[src/rtl/vsq_pkg.sv]
package vsq_pkg;
  typedef enum logic [1:0] {PH_OFF, PH_REF, PH_RUN} phase_t;
  localparam logic SEL_SLEW = 1'b0;
  localparam logic SEL_CODE = 1'b1;
endpackage

[src/rtl/vsq_regs.sv]
module vsq_regs #(
  parameter int DAC_W = 8,
  parameter logic [DAC_W-1:0] BOOT_CODE = 8'd20
) (
  input  logic             clk,
  input  logic             rst_n,
  input  logic             wr_valid,
  input  logic             wr_sel,
  input  logic [DAC_W-1:0] wr_data,
  input  logic             fault,
  output logic             fast_sel,
  output logic [DAC_W-1:0] code,
  output logic             fault_q
);
  import vsq_pkg::*;

  always_ff @(posedge clk or negedge rst_n) begin
    if (!rst_n) begin
      fast_sel <= 1'b0;
      code     <= BOOT_CODE;
      fault_q  <= 1'b0;
    end else begin
      if (fault) fault_q <= 1'b1;
      if (wr_valid) begin
        if (wr_sel == SEL_SLEW) fast_sel <= wr_data[0];
        else                    code     <= wr_data;
      end
    end
  end
endmodule

[src/rtl/vsq_prescale.sv]
module vsq_prescale #(
  parameter int FAST_DIV   = 2,
  parameter int SLOW_RATIO = 4
) (
  input  logic clk,
  input  logic rst_n,
  input  logic run,
  input  logic fast,
  output logic tick
);
  localparam int SLOW_DIV = FAST_DIV * SLOW_RATIO;
  localparam int CW = (SLOW_DIV < 2) ? 1 : $clog2(SLOW_DIV);

  logic [CW-1:0] cnt;
  logic [CW-1:0] lim;

  assign lim  = fast ? CW'(FAST_DIV - 1) : CW'(SLOW_DIV - 1);
  assign tick = run && (cnt >= lim);

  always_ff @(posedge clk or negedge rst_n) begin
    if (!rst_n)            cnt <= '0;
    else if (!run || tick) cnt <= '0;
    else                   cnt <= cnt + CW'(1);
  end
endmodule

[src/rtl/vsq_ramp.sv]
module vsq_ramp #(
  parameter int DAC_W    = 8,
  parameter int HOLD_CYC = 400
) (
  input  logic             clk,
  input  logic             rst_n,
  input  logic             active,
  input  logic [DAC_W-1:0] code,
  input  logic             tick,
  output logic [DAC_W-1:0] cur,
  output logic             moving,
  output logic             skip_hi,
  output logic             blank
);
  localparam int HW = (HOLD_CYC < 1) ? 1 : $clog2(HOLD_CYC + 1);

  logic [DAC_W-1:0] goal;
  logic [HW-1:0]    hold;

  assign moving  = (cur != goal);
  assign skip_hi = moving && (goal < cur);
  assign blank   = moving || (hold != '0);

  always_ff @(posedge clk or negedge rst_n) begin
    if (!rst_n) begin
      cur  <= '0;
      goal <= '0;
      hold <= '0;
    end else if (!active) begin
      cur  <= '0;
      goal <= '0;
      hold <= '0;
    end else begin
      if (!moving || tick) goal <= code;
      if (moving && tick) begin
        if (goal > cur) cur <= cur + DAC_W'(1);
        else            cur <= cur - DAC_W'(1);
      end
      if (moving)              hold <= HW'(HOLD_CYC);
      else if (hold != '0)     hold <= hold - HW'(1);
    end
  end
endmodule

[src/rtl/vsq_seq.sv]
module vsq_seq #(
  parameter int DAC_W      = 8,
  parameter logic [DAC_W-1:0] BOOT_CODE = 8'd20,
  parameter int FAST_DIV   = 2,
  parameter int SLOW_RATIO = 4,
  parameter int CLK_MHZ    = 100,
  parameter int HOLD_NS    = 4000
) (
  input  logic             clk,
  input  logic             rst_n,
  input  logic             uvlo_ok,
  input  logic             en,
  input  logic             ref_ready,
  input  logic             wr_valid,
  output logic             wr_ready,
  input  logic             wr_sel,
  input  logic [DAC_W-1:0] wr_data,
  input  logic             fault,
  input  logic             alarm,
  output logic [DAC_W-1:0] vtarget,
  output logic             ref_on,
  output logic             sw_en,
  output logic             skip_hi,
  output logic             int_pull
);
  import vsq_pkg::*;

  localparam int HOLD_CYC = (CLK_MHZ * HOLD_NS) / 1000;

  phase_t           phase;
  logic             fast_sel;
  logic [DAC_W-1:0] code;
  logic             fault_q;
  logic             tick;
  logic             moving;
  logic             blank;

  assign wr_ready = 1'b1;

  always_ff @(posedge clk or negedge rst_n) begin
    if (!rst_n)                phase <= PH_OFF;
    else if (!(uvlo_ok && en)) phase <= PH_OFF;
    else begin
      case (phase)
        PH_OFF:  phase <= PH_REF;
        PH_REF:  if (ref_ready) phase <= PH_RUN;
        default: phase <= PH_RUN;
      endcase
    end
  end

  assign ref_on   = (phase != PH_OFF);
  assign sw_en    = (phase == PH_RUN);
  assign int_pull = (fault_q || alarm) && !blank;

  vsq_regs #(.DAC_W(DAC_W), .BOOT_CODE(BOOT_CODE)) u_regs (
    .clk(clk), .rst_n(rst_n), .wr_valid(wr_valid && wr_ready),
    .wr_sel(wr_sel), .wr_data(wr_data), .fault(fault),
    .fast_sel(fast_sel), .code(code), .fault_q(fault_q)
  );

  vsq_prescale #(.FAST_DIV(FAST_DIV), .SLOW_RATIO(SLOW_RATIO)) u_pre (
    .clk(clk), .rst_n(rst_n), .run(moving), .fast(fast_sel), .tick(tick)
  );

  vsq_ramp #(.DAC_W(DAC_W), .HOLD_CYC(HOLD_CYC)) u_ramp (
    .clk(clk), .rst_n(rst_n), .active(sw_en), .code(code), .tick(tick),
    .cur(vtarget), .moving(moving), .skip_hi(skip_hi), .blank(blank)
  );
endmodule

[config.mk]
export PLATFORM = sky130hd
export DESIGN_NAME = vsq_seq
export DESIGN_NICKNAME = d
export VERILOG_FILES = /design/src/rtl/vsq_pkg.sv /design/src/rtl/vsq_regs.sv /design/src/rtl/vsq_prescale.sv /design/src/rtl/vsq_ramp.sv /design/src/rtl/vsq_seq.sv
export SDC_FILE = /design/constraint.sdc
export NUM_CORES = 1
export LEC_CHECK = 0
export BUFFER_PORTS_ARGS = -buffer_cell sky130_fd_sc_hd__buf_2
export CORE_ASPECT_RATIO = 0.7
export CORE_UTILIZATION = 30
export CTS_CLUSTER_DIAMETER = 200
export DETAILED_ROUTE_END_ITERATION = 6
export PLACE_DENSITY = 0.57
export SETUP_SLACK_MARGIN = 0.3
export SYNTH_ARGS = -nofsm -noshare
export SYNTH_HDL_FRONTEND = slang
export SYNTH_SLANG_ARGS = --single-unit
[constraint.sdc]
create_clock -name clk -period 3.2 [get_ports clk]
set_input_delay 0.16 -clock clk [delete_from_list [all_inputs] [get_ports clk]]
set_output_delay 0.16 -clock clk [all_outputs]
set_load 0.02 [all_outputs]
After elaboration in Yosys (flattened, before gate mapping) --
Cells that the tools add are included.
Storage, ports and cells: flip-flop bits (word level) 40, input bits 17, output and inout port bits 13, logic and storage cells 51
Operators by class: add/sub/neg operators 4, order comparisons 3, eq/ne operators 7, multiplexer cells 13, bitwise gates (word level) 1, reduce and logical (&&, ||, !) cells 15
Operator list (number):
- $mux 8 | 5
- $mux 9 | 3
- $reduce_bool 9->1 | 1
- $sub 9x1->9 const B | 1
- $add 8x1->8 const B | 1
- $gt 8x8->1 | 1
- $lt 8x8->1 | 1
- $ne 8x8->1 | 1
- $sub 8x1->8 const B | 1
- $mux 3 | 2
- $ne 3x3->1 const B | 2
- $logic_and 1x1->1 | 5
- $mux 2 | 2
- $ne 2x2->1 const B | 2
- $pmux 2 s2 | 1
- $reduce_and 2->1 | 2
- $add 3x1->3 const B | 1
- $ge 3x3->1 | 1
- $logic_or 1x1->1 | 3
- $eq 2x1->1 const B | 1
- $eq 2x2->1 const B | 1
- $logic_not 1->1 | 2
- $logic_not 2->1 | 1
- $reduce_bool 2->1 | 1
- $not 1->1 | 1

Depth between registers and ports, before layout --
word-level depth 6, depth in mapped cells 15, gate-level depth less buffers 15

Cells and area by module --
From an unflattened synthesis, not the netlist that was laid out.
Second synthesis, totals: cells, all modules 230, area, all modules 2285.9 um^2
By module, submodules not included:
- vsq_ramp | times used 1, cells an instance 182, area each 1631.6 um^2, sequential area each 625.6 um^2
- vsq_regs | times used 1, cells an instance 22, area each 372.9 um^2, sequential area each 252.7 um^2
- vsq_prescale | times used 1, cells an instance 14, area each 173.9 um^2, sequential area each 75.1 um^2
- vsq_seq | times used 1, cells an instance 12, area each 107.6 um^2, sequential area each 50.0 um^2

Least setup slack after synthesis --
No wires, ideal clock.
path type register -> register, start point register u_ramp.cur[6], end point register u_ramp.cur[7], library setup time 0.083 ns, data arrival time 3.064 ns, data required time 3.117 ns, slack 0.053 ns, cell stages (with the launch flop) 14, buffers on the path 0, clock period less this slack 3.147 ns, path through dfrtp_1 inv_1 ha_1 nand4_1 nor2_1 nor2_1 inv_1 ha_1 a211oi_1 o211ai_1 nand2_1 o311ai_0 a2111o_1 o21ai_0
Between the ends: word-level cells in the longest chain between the ends 4, elaborated cells on any way between the ends 10, classes of those cells add/sub (2); order compare (1); eq/ne (2); mux (3); reduce/logical (2)
RTL lines:
- from (decl) | line vsq_ramp.sv:10 | output logic [DAC_W-1:0] cur,
- from (signal assigned) | line vsq_ramp.sv:36 | if (goal > cur) cur <= cur + DAC_W'(1);
- from (signal assigned) | line vsq_ramp.sv:37 | else cur <= cur - DAC_W'(1);
- $sub 8x1->8 (tied with other cells) | line vsq_ramp.sv:37
- $mux 8 or $logic_and 1x1->1 (tied branches) | line vsq_ramp.sv:36, vsq_prescale.sv:18
- $mux 8 or $logic_and 1x1->1 (tied branches) | line vsq_ramp.sv:35 | if (moving && tick) begin
- $mux 8 or $ne 2x2->1 (tied branches)
Several ways; a longest one is shown, not always the timed one. The select of a mux whose other input is x is not followed. A chain may end at the register's enable or synchronous reset.

Worst setup path after layout --
start point register u_ramp.cur[3], end point register u_ramp.cur[7]
The elaborated chain is that of the path after synthesis.

==> flow_summary.ini <==
[floorplan]
io_pins = 30
die_x_um = 105
rows = 25
start_util_pct = 32.0
die_area_um2 = 7760
core-area_um2 = 6940
die_h_um = 74.0

[cts]
hold_buffers = 0
ctsHtreeMaxLevel = 2
cts_tree = yes
path_clk_slew_ns = 0.08
cts_root_buf = clkbuf_8
clock_latency_ns = 0.29
numClockSinks = 40
clockBufferDepth = 2
cts_buffers = 5

[timing]
finalSetupTns_ns = 0
timing.clock.skew_ns = 0.00529
report.final.slew_viol_count = 0
setup_viol = 0
fin_crit_sh_pct = 91.4
worstMarginPinSlew_ns = 0.898
rsz0062_at_grt = true
finalHoldViolCount = 11
setup_ws_ns = 0.277
min_period_ns = 2.92
relSlewSlack_pct = 40.2
fmax_ghz = 0.342
timing.hold.ws_ns = -0.00732

[global_route]
grt_antenna_before_repair = 0
grt_pass1_wl_um = 7550
grt-ovfl-total = 0
globalRouteTotalUtil_pct = 12.5
grt_max_degree = 41
grt_pass1_vias = 1535

[routing]
drt_iter0_drc = 51
first_pass_iters = 5
ant_nets = 0
drc = 0
vias = 1716
finalWirelength_um = 4730
vias_per_cell = 4.81
wire_per_inst_um = 13.2

[cells_and_area]
n_antenna_cell = 0
final_cell_mix = 33 x dfrtp_1, 28 x buf_2, 27 x nor2_1
synthToLayoutAreaGrowth_pct = 22.3
final_common_cell = dfrtp_1
drive_above_1_share_pct = 31.9
final_nets = 298
finalNonFillerCells = 357

[logic_synthesis]
synth_cells = 219
synth.avg_cell_area_um2 = 10.1
syn_area_um2 = 2220
synthFlopType = dfrtp_1
ys_warn_count = 0
yosysSeqAreaShare_pct = 45.2
synth_edf_count = 0
synth_cell_types = 40
synth-async-reset-ratio_pct = 100
ys_ff_latch = 40
syn_nets = 255

[run]
drv_cap = 0

[setup_path]
cp-start-kind = flop
cp_data_arrival_time_ns = 3.13
worst_ep_required_time_ns = 3.40
critPathBufInv = 2
worstPathCellList = inv_1 > ha_1 > o211ai_1 > a21oi_2 > nor2_1 > nor2_2 > inv_2 > ha_1 > a21oi_2 > o211ai_1 > nand2_1 > o311ai_2 > a2111o_1 > o21ai_0
critical_path_class = flop to flop
crit_path_max_incr_delay_ns = 0.43
critPathTopFamily = compound AO/OA/AOI/OAI gates
slowest_stage = dfrtp_1
crit_path_end_kind = flop
crit_fanout = 6

[power]
leakage_uw = 0.00128
irDropWorstVdd_v = 0.000248
powerDensity_nw_per_um2 = 388

[place]
io_buffers = 28
dp_hpwl_um = 3420
post-place-ws_ns = 0.168
routabilityCongestion = 0.763
placed_cells = 344

[status]
violations = hold timing
status = finished with violations

[hold_path]
hold_class = input pin to asynchronous set/reset pin
through the flow:
step           instance area, um2  utilization (%)  total power, uW  hold WS, ns
2_1_floorplan                2240                -              666       -0.136
3_3_place_gp                 2530             36.5              716        0.350
3_5_place_dp                 2530             36.5              718        0.354
4_1_cts                      2630             37.9             1060       0.0386
5_1_grt                      2720             39.1             1110       0.0458
6_report                     2720             39.1             1050     -0.00732
flip-flops by register name, indices dropped and copies added, names as in the netlist:
name             cells
u_regs.fault_q       1
u_pre.cnt            3
u_ramp.cur           8
u_regs.fast_sel      1
u_regs.code          8
u_ramp.goal          8
u_ramp.hold          9
phase                2
layout make-up:
cell class / instances / area, um2
Clock buffer: 5 / 68.8
Clock inverter: 3 / 18.8
Fill cell: 735 / 4230
Inverter: 15 / 56.3
Multi-Input combinational cell: 160 / 1210
Sequential cell: 40 / 1010
Tap cell: 94 / 118
Timing Repair Buffer: 40 / 230
path summary, 6_finish.rpt:
| check | from | endpoint | slack [ns] | cells past startpoint |
|---|---|---|---|---|
| min | rst_n | phase[0] | -0.007 | 1 |
| min reg2reg | u_pre.cnt[0] | u_pre.cnt[0] | 0.47 | 1 |
| max reg2reg | u_ramp.cur[3] | u_ramp.cur[7] | 0.28 | 14 |
| max | u_ramp.cur[3] | u_ramp.cur[7] | 0.28 | 14 |
| min in group clk | fault | u_regs.fault_q | 0.05 | 2 |
| max in group asynchronous | rst_n | u_ramp.cur[4] | 2.59 | 1 |
power by group:
part | internal, uW | leakage [uW] | switching [uW]
registers | 529 | 0.000521 | 13.1
clock network | 152 | 0.0000479 | 183
logic | 84.1 | 0.000716 | 93.4
total | 765 | 0.00128 | 289
repair_timing:
action,4_1_cts,5_1_grt
pin swaps,1,12
setup endpoints to repair,2,3
hold endpoints to repair,0,0
resized for setup,2,12
setup buffers,1,4
per-layer routing:
layer	global-route usage, %	routed length, um	vias up
met5	0	0	-
met3	2.98	146	2
li1	-	-	846
met4	2.35	17	0
met1	18.1	2480	838
met2	19.2	2080	30
synthesized netlist by cell type (all sizes together), types with 4 or more instances:
master   n  area share, %
a21oi   18            4.1
dfrtp   38             43
ha      18             10
inv     15            2.5
mux2     9            4.6
mux2i    8            3.6
nand2   13            2.2
nor2    30            5.1
nor2b    5            1.4
o21ai    5            1.1
xnor2    4            1.6
xor2     6            2.4
kinds of logic after synthesis:
logic type	count (synthesis)	share of synthesized area, %
adder cells (fa/ha/maj)	19	11.0
AND/OR/NAND/NOR	72	16.7
flip-flops	40	45.2
other	1	0.169
AO/OA/AOI/OAI	41	11.4
multiplexers	17	8.17
XOR/XNOR	10	3.94
buffers and inverters	19	3.44
Note: power is estimated with default switching activity, not from simulation.
